## config.mk

```make
export PLATFORM = sky130hd
export DESIGN_NAME = iref3_gen
export DESIGN_NICKNAME = d
export VERILOG_FILES = /design/src/rtl/iref_pkg.sv /design/src/rtl/iref_sine_lut.sv /design/src/rtl/iref_np_comp.sv /design/src/rtl/iref_scale_sum.sv /design/src/rtl/iref3_gen.sv
export SDC_FILE = /design/constraint.sdc
export NUM_CORES = 2
export LEC_CHECK = 0
export BUFFER_PORTS_ARGS = -buffer_cell sky130_fd_sc_hd__buf_2
export CORE_UTILIZATION = 50
export DETAILED_ROUTE_END_ITERATION = 10
export PLACE_DENSITY = 0.69
export SYNTH_ARGS = -nofsm -noshare
export SYNTH_HDL_FRONTEND = slang
export SYNTH_SLANG_ARGS = --single-unit
```

## constraint.sdc

```tcl
create_clock -name clk -period 13.2 [get_ports clk]
set_clock_uncertainty 0.1 [all_clocks]
set_input_delay 0.66 -clock clk [delete_from_list [all_inputs] [get_ports clk]]
set_output_delay 0.66 -clock clk [all_outputs]
set_load 0.005 [all_outputs]
```

## src/rtl/iref_pkg.sv

```systemverilog
package iref_pkg;

    typedef enum logic [1:0] {
        S_IDLE = 2'd0,
        S_PH_A = 2'd1,
        S_PH_B = 2'd2,
        S_PH_C = 2'd3
    } iref_state_e;

    // pi in Q30
    localparam longint PI_Q30 = 64'sd3373259426;

    // Sine of (pi/2 * k / quarter_len), scaled by (2^frac_w - 1), rounded.
    // Integer Taylor series in Q30, terms up to x^11.
    function automatic longint unit_sine_fix(input int k, input int quarter_len, input int frac_w);
        longint x;
        longint term;
        longint acc;
        x    = (PI_Q30 * longint'(k)) / longint'(2 * quarter_len);
        acc  = x;
        term = x;
        for (int n = 1; n <= 5; n++) begin
            term = (term * x) >>> 30;
            term = (term * x) >>> 30;
            term = -term / longint'((2 * n) * (2 * n + 1));
            acc  = acc + term;
        end
        return ((acc * ((longint'(1) <<< frac_w) - 1)) + (longint'(1) <<< 29)) >>> 30;
    endfunction

endpackage

```

## src/rtl/iref_sine_lut.sv

```systemverilog
module iref_sine_lut #(
    parameter int PHASE_W = 8,
    parameter int SINE_W  = 16
) (
    input  logic [PHASE_W-1:0]       angle,
    output logic signed [SINE_W-1:0] unit
);
    localparam int QB = PHASE_W - 2;
    localparam int QN = 1 << QB;

    logic signed [SINE_W-1:0] qtab [0:QN];

    for (genvar k = 0; k <= QN; k++) begin : g_tab
        assign qtab[k] = SINE_W'(iref_pkg::unit_sine_fix(k, QN, SINE_W - 1));
    end

    logic [1:0]               quad;
    logic [QB-1:0]            off;
    logic [QB:0]              addr;
    logic signed [SINE_W-1:0] mag;

    always_comb begin
        quad = angle[PHASE_W-1 -: 2];
        off  = angle[QB-1:0];
        // odd quadrants run the quarter wave backwards
        addr = quad[0] ? ((QB+1)'(QN) - {1'b0, off}) : {1'b0, off};
        mag  = qtab[addr];
        // second half period is the negated first half
        unit = quad[1] ? -mag : mag;
    end

endmodule

```

## src/rtl/iref_np_comp.sv

```systemverilog
module iref_np_comp #(
    parameter int DATA_W = 16,
    parameter int GAIN_W = 16,
    parameter int LIM_W  = 15,
    parameter int COMP_W = DATA_W + 2
) (
    input  logic signed [DATA_W-1:0] vc_upper,
    input  logic signed [DATA_W-1:0] vc_lower,
    input  logic [GAIN_W-1:0]        gain,
    input  logic [LIM_W-1:0]         limit,
    output logic signed [COMP_W-1:0] comp
);
    localparam int DIFF_W = DATA_W + 1;
    localparam int PROD_W = DIFF_W + GAIN_W + 1;

    logic signed [DIFF_W-1:0] diff;
    logic signed [PROD_W-1:0] prod;
    logic signed [PROD_W-1:0] scaled;
    logic signed [PROD_W-1:0] bound;

    always_comb begin
        diff   = DIFF_W'(vc_lower) - DIFF_W'(vc_upper);
        prod   = PROD_W'(diff) * PROD_W'($signed({1'b0, gain}));
        scaled = prod >>> GAIN_W;
        bound  = PROD_W'($signed({1'b0, limit}));
        if (scaled > bound) begin
            comp = COMP_W'(bound);
        end else if (scaled < -bound) begin
            comp = COMP_W'(-bound);
        end else begin
            comp = COMP_W'(scaled);
        end
    end

endmodule

```

## src/rtl/iref_scale_sum.sv

```systemverilog
module iref_scale_sum #(
    parameter int DATA_W = 16,
    parameter int SINE_W = 16,
    parameter int COMP_W = DATA_W + 2
) (
    input  logic signed [DATA_W-1:0] amp,
    input  logic signed [SINE_W-1:0] unit,
    input  logic signed [COMP_W-1:0] comp,
    output logic signed [DATA_W-1:0] cmd
);
    localparam int PROD_W = DATA_W + SINE_W;
    localparam int SUM_W  = ((PROD_W > COMP_W) ? PROD_W : COMP_W) + 1;
    localparam logic signed [SUM_W-1:0] HI = SUM_W'((2 ** (DATA_W - 1)) - 1);
    localparam logic signed [SUM_W-1:0] LO = -HI - SUM_W'(1);

    logic signed [PROD_W-1:0] prod;
    logic signed [SUM_W-1:0]  sum;

    always_comb begin
        prod = PROD_W'(amp) * PROD_W'(unit);
        sum  = SUM_W'(prod >>> (SINE_W - 1)) + SUM_W'(comp);
        if (sum > HI) begin
            cmd = DATA_W'(HI);
        end else if (sum < LO) begin
            cmd = DATA_W'(LO);
        end else begin
            cmd = DATA_W'(sum);
        end
    end

endmodule

```

## src/rtl/iref3_gen.sv

```systemverilog
module iref3_gen #(
    parameter int PHASE_W = 8,
    parameter int DATA_W  = 16,
    parameter int SINE_W  = 16,
    parameter int GAIN_W  = 16,
    parameter int LIM_W   = 15
) (
    input  logic                     clk,
    input  logic                     rst,
    input  logic                     sample_stb,
    input  logic [PHASE_W-1:0]       phase_word,
    input  logic signed [DATA_W-1:0] amp_cmd,
    input  logic signed [DATA_W-1:0] vc_upper,
    input  logic signed [DATA_W-1:0] vc_lower,
    input  logic [GAIN_W-1:0]        np_gain,
    input  logic [LIM_W-1:0]         np_limit,
    output logic signed [DATA_W-1:0] ref_a,
    output logic signed [DATA_W-1:0] ref_b,
    output logic signed [DATA_W-1:0] ref_c
);
    import iref_pkg::*;

    localparam int COMP_W = DATA_W + 2;
    localparam int PERIOD = 1 << PHASE_W;
    localparam int OFF_B  = (2 * PERIOD + 1) / 3;   // about -120 degrees
    localparam int OFF_C  = (PERIOD + 1) / 3;       // about +120 degrees

    iref_state_e state, state_nx;

    logic [PHASE_W-1:0]       phase_q;
    logic signed [DATA_W-1:0] amp_q;
    logic signed [COMP_W-1:0] comp_q;
    logic signed [DATA_W-1:0] sum_a_q, sum_b_q;
    logic signed [DATA_W-1:0] ref_a_q, ref_b_q, ref_c_q;

    logic [PHASE_W-1:0]       angle;
    logic signed [SINE_W-1:0] unit;
    logic signed [COMP_W-1:0] comp_now;
    logic signed [DATA_W-1:0] sum_now;

    // ---------------- state register ----------------
    always_ff @(posedge clk) begin
        if (rst) begin
            state <= S_IDLE;
        end else begin
            state <= state_nx;
        end
    end

    always_comb begin
        state_nx = state;
        unique case (state)
            S_IDLE: state_nx = sample_stb ? S_PH_A : S_IDLE;
            S_PH_A: state_nx = S_PH_B;
            S_PH_B: state_nx = S_PH_C;
            S_PH_C: state_nx = S_IDLE;
        endcase
    end

    // ---------------- shared table address ----------------
    always_comb begin
        angle = phase_q;
        unique case (state)
            S_IDLE: angle = phase_q;
            S_PH_A: angle = phase_q;
            S_PH_B: angle = phase_q + PHASE_W'(OFF_B);
            S_PH_C: angle = phase_q + PHASE_W'(OFF_C);
        endcase
    end

    iref_sine_lut #(
        .PHASE_W (PHASE_W),
        .SINE_W  (SINE_W)
    ) u_lut (
        .angle (angle),
        .unit  (unit)
    );

    iref_np_comp #(
        .DATA_W (DATA_W),
        .GAIN_W (GAIN_W),
        .LIM_W  (LIM_W),
        .COMP_W (COMP_W)
    ) u_comp (
        .vc_upper (vc_upper),
        .vc_lower (vc_lower),
        .gain     (np_gain),
        .limit    (np_limit),
        .comp     (comp_now)
    );

    iref_scale_sum #(
        .DATA_W (DATA_W),
        .SINE_W (SINE_W),
        .COMP_W (COMP_W)
    ) u_sum (
        .amp  (amp_q),
        .unit (unit),
        .comp (comp_q),
        .cmd  (sum_now)
    );

    // ---------------- datapath and outputs ----------------
    always_ff @(posedge clk) begin
        if (rst) begin
            phase_q <= '0;
            amp_q   <= '0;
            comp_q  <= '0;
            sum_a_q <= '0;
            sum_b_q <= '0;
            ref_a_q <= '0;
            ref_b_q <= '0;
            ref_c_q <= '0;
        end else begin
            unique case (state)
                S_IDLE: begin
                    if (sample_stb) begin
                        phase_q <= phase_word;
                        amp_q   <= amp_cmd;
                        comp_q  <= comp_now;
                    end
                end
                S_PH_A: sum_a_q <= sum_now;
                S_PH_B: sum_b_q <= sum_now;
                S_PH_C: begin
                    ref_a_q <= sum_a_q;
                    ref_b_q <= sum_b_q;
                    ref_c_q <= sum_now;
                end
            endcase
        end
    end

    assign ref_a = ref_a_q;
    assign ref_b = ref_b_q;
    assign ref_c = ref_c_q;

    // ---------------- assertions ----------------
    AST_RESET_CLEARS: assert property (@(posedge clk)
        rst |=> (ref_a == '0 && ref_b == '0 && ref_c == '0));

    AST_STB_STARTS: assert property (@(posedge clk) disable iff (rst)
        (state == S_IDLE && sample_stb) |=> (state == S_PH_A));

    AST_A_TO_B: assert property (@(posedge clk) disable iff (rst)
        (state == S_PH_A) |=> (state == S_PH_B));

    AST_B_TO_C: assert property (@(posedge clk) disable iff (rst)
        (state == S_PH_B) |=> (state == S_PH_C));

    AST_C_TO_IDLE: assert property (@(posedge clk) disable iff (rst)
        (state == S_PH_C) |=> (state == S_IDLE));

    AST_HOLD_CMDS: assert property (@(posedge clk) disable iff (rst)
        (state != S_PH_C) |=> ($stable(ref_a) && $stable(ref_b) && $stable(ref_c)));

    AST_BUSY_IGNORES: assert property (@(posedge clk) disable iff (rst)
        (state != S_IDLE) |=> ($stable(phase_q) && $stable(amp_q) && $stable(comp_q)));

    AST_COMP_CLAMP: assert property (@(posedge clk) disable iff (rst)
        (state == S_IDLE && sample_stb) |=>
            (comp_q <= $signed(COMP_W'($past(np_limit))) &&
             comp_q >= -$signed(COMP_W'($past(np_limit)))));

endmodule

```

==> results.json <==
{
  "postRouteAntennaNets": 0,
  "r2r_cells": 57,
  "die_h_um": 252,
  "wl_per_cell_um": 17.5,
  "boundaryPins": 138,
  "synth_area_leader_cell": "fa_1",
  "synth_edf_count": 0,
  "ys_seq_area_share_pct": 7.97,
  "hold_end": "amp_q[12]$_SDFFE_PP0P_",
  "rr_endpoint": "ref_c[3]$_SDFFE_PP0N_",
  "num_rows": 91,
  "slowest_delay_ps": 530,
  "finalHoldViolations": 0,
  "post-route-period-util_pct": 97.0,
  "crit_type": "flop to flop",
  "fin_tns_setup_ps": 0,
  "maxSlewHeadroom_pct": 27.0,
  "syn_inst": 3679,
  "outcome": "complete, no violations",
  "syn-mean-instance-area_um2": 8.46,
  "numCtsBuffers": 17,
  "critPathArrivalTime_ps": 12990,
  "synthMostInstantiatedCell": "inv_1",
  "hp-class": "primary input to flop",
  "portBuffers": 137,
  "synth_fp_nets": 4575,
  "dp.final_hpwl_um": 65700,
  "dieArea_mm2": 0.0633,
  "worstSetupEndpointType": "flop",
  "clock-root-buffer": "clkbuf_16",
  "nNetsFinal": 4751,
  "dr.pass1.iters": 6,
  "grt_pass1_vias": 26500,
  "crit_path_top_delay_cell": "fa_1",
  "post-route-drc-count": 0,
  "yosysWarnings": 0,
  "clk_path_buf_depth": 2,
  "clkLatencyLatePin_ps": 450,
  "vias": 26000,
  "r2r-start": "state[0]$_SDFF_PP0_",
  "finalMaxSlewViolations": 0,
  "setup_viol": 0,
  "grt_first_pass_wirelength_um": 138000,
  "drv_cap": 0,
  "tightest_slew_ps": 1090,
  "drt-total-wl_um": 82200,
  "clk_pin_slew_ps": 80,
  "max_freq_mhz": 78.1,
  "critPathLaunchType": "flop",
  "gp_congestion": 0.960,
  "path_max_fanout": 7,
  "core_region_area_mm2": 0.0616,
  "grt_usage_pct": 27.0,
  "synth_common_cells": "inv_1 (690), fa_1 (540), nand2_1 (416)",
  "vias_per_cell": 5.52,
  "initial_utilization_pct": 50.6,
  "holdBufCountCts": 0,
  "syn_to_final_growth_pct": 12.4,
  "ys_types": 104,
  "drt-initial-drc-count": 2041,
  "grt-ovfl-total": 0,
  "synthTopCellsByArea": "fa_1 (35%), ha_1 (11%), inv_1 (8.3%)",
  "cts.sink_count": 124,
  "synthFlopType": "dfxtp_1",
  "r2r_slack_ps": 400,
  "htree_levels": 4,
  "grt_max_degree": 71,
  "hold_depth": 3,
  "cp_data_required_time_ps": 13390,
  "final_layout_size_suffix_gt1_share_pct": 14.5,
  "async_flop_share_pct": 0,
  "period_minus_slack_ps": 12800,
  "cts_tree": "built",
  "antenna_found_initial": 0,
  "synth_top_area_share_pct": 34.7,
  "synth.cell_area_mm2": 0.0311,
  "hold_path.startpoint": "amp_cmd[12]",
  "synth-seq-cells": 124,
  "die_x_um": 252
}
repair_timing:
| item | CTS | global route |
|---|---|---|
| cloned | 0 | 0 |
| pin swaps | 4 | 65 |
| setup buffers | 0 | 39 |
| resized for setup | 17 | 143 |
| endpoints found under the setup margin | 45 | 63 |
cell usage in the layout (no fill, tap or decap), types with 12 or more instances in the layout:
cell type	netlist	routed
dfxtp_1	124	122
a21oi_1	141	130
ha_1	266	251
nand4_1	22	22
fa_1	540	535
and3_1	14	14
nand2b_1	24	24
o2111ai_1	23	23
nand2_1	416	410
o311a_1	13	13
buf_2	23	137
nor3_1	30	27
inv_1	690	686
or2_2	13	12
nand3_1	55	52
nor2b_1	50	50
xor2_1	25	23
nor2_2	1	14
o21a_1	26	24
xnor2_1	74	68
clkbuf_16	0	17
o311ai_0	16	16
o211ai_1	24	24
a211oi_1	55	47
buf_4	8	194
nor2_1	211	194
and2_1	208	207
a21o_1	25	25
mux2i_1	52	52
o21ai_0	127	117
a21oi_2	2	12
worst max-delay path, delay by kind of cell, from the launching register on:
kind / cells / cell delay [ps]
AO/OA/AOI/OAI: 24 / 4790
adder cells (fa/ha/maj): 11 / 3970
AND/OR/NAND/NOR: 9 / 1920
buffers and inverters: 11 / 1040
XOR/XNOR: 2 / 440
flip-flops: 1 / 370
per-stage QoR:
stage | std cells | hold slack (ps) | util [%] | setup slack, ps | instance area (µm²)
2_1_floorplan | 3679 | 334 | - | 42.5 | 31200
3_3_place_gp | 4634 | 352 | 54.3 | -2.32 | 33500
3_5_place_dp | 4634 | 352 | 54.3 | -243 | 33500
4_1_cts | 4666 | 336 | 55.4 | 6.06 | 34100
5_1_grt | 4705 | 339 | 56.8 | -136 | 35000
6_report | 4706 | 345 | 56.8 | 396 | 35000
worst max path at each step:
stage | slack (ps) | depth (start not counted) | to | from
floorplan | 40 | 60 | ref_c[10]$_SDFFE_PP0N_ | state[0]$_SDFF_PP0_
global placement | -2 | 55 | ref_c[9]$_SDFFE_PP0N_ | state[0]$_SDFF_PP0_
detailed placement | -240 | 55 | ref_c[4]$_SDFFE_PP0N_ | state[0]$_SDFF_PP0_
CTS | 6 | 55 | ref_c[4]$_SDFFE_PP0N_ | state[0]$_SDFF_PP0_
global route | -140 | 58 | sum_a_q[9]$_SDFFE_PP0N_ | state[0]$_SDFF_PP0_
finish | 400 | 57 | ref_c[3]$_SDFFE_PP0N_ | state[0]$_SDFF_PP0_
per-layer routing:
layer	vias up	GRT usage, %	share of wire, %
li1	12100	-	-
met1	12900	37.7	44
met2	788	44.5	48
met3	139	3.29	5.8
met4	0	6.50	2.2
met5	-	0	0
registers in the layout, summed over array words and instances (netlist names):
register  count
sum_a_q      16
amp_q        16
ref_c        16
sum_b_q      16
ref_b        16
state         2
ref_a        16
comp_q       18
phase_q       8
area by class of cell:
type / count / area (µm²)
antenna: 1 / 2.50
clock buffer: 17 / 425
clock inverter: 15 / 155
fill: 5592 / 26600
inverter: 695 / 2620
multi-input combinational: 2668 / 25900
sequential: 124 / 2490
tap: 837 / 1050
timing repair buffer: 349 / 2400
cells by family (layout without fill, tap and decap cells):
family	Yosys count	in the layout	synth area share [%]
AO/OA/AOI/OAI	605	605	13.6
adder cells (fa/ha/maj)	806	806	45.4
flip-flops	124	124	7.97
AND/OR/NAND/NOR	1094	1094	16.9
XOR/XNOR	106	106	3.22
buffers and inverters	887	1076	11.0
multiplexers	57	57	1.92
other	0	1	0
Power is not shown: default switching activity piles up to over one toggle a cycle in this logic, so the estimate is an artifact.
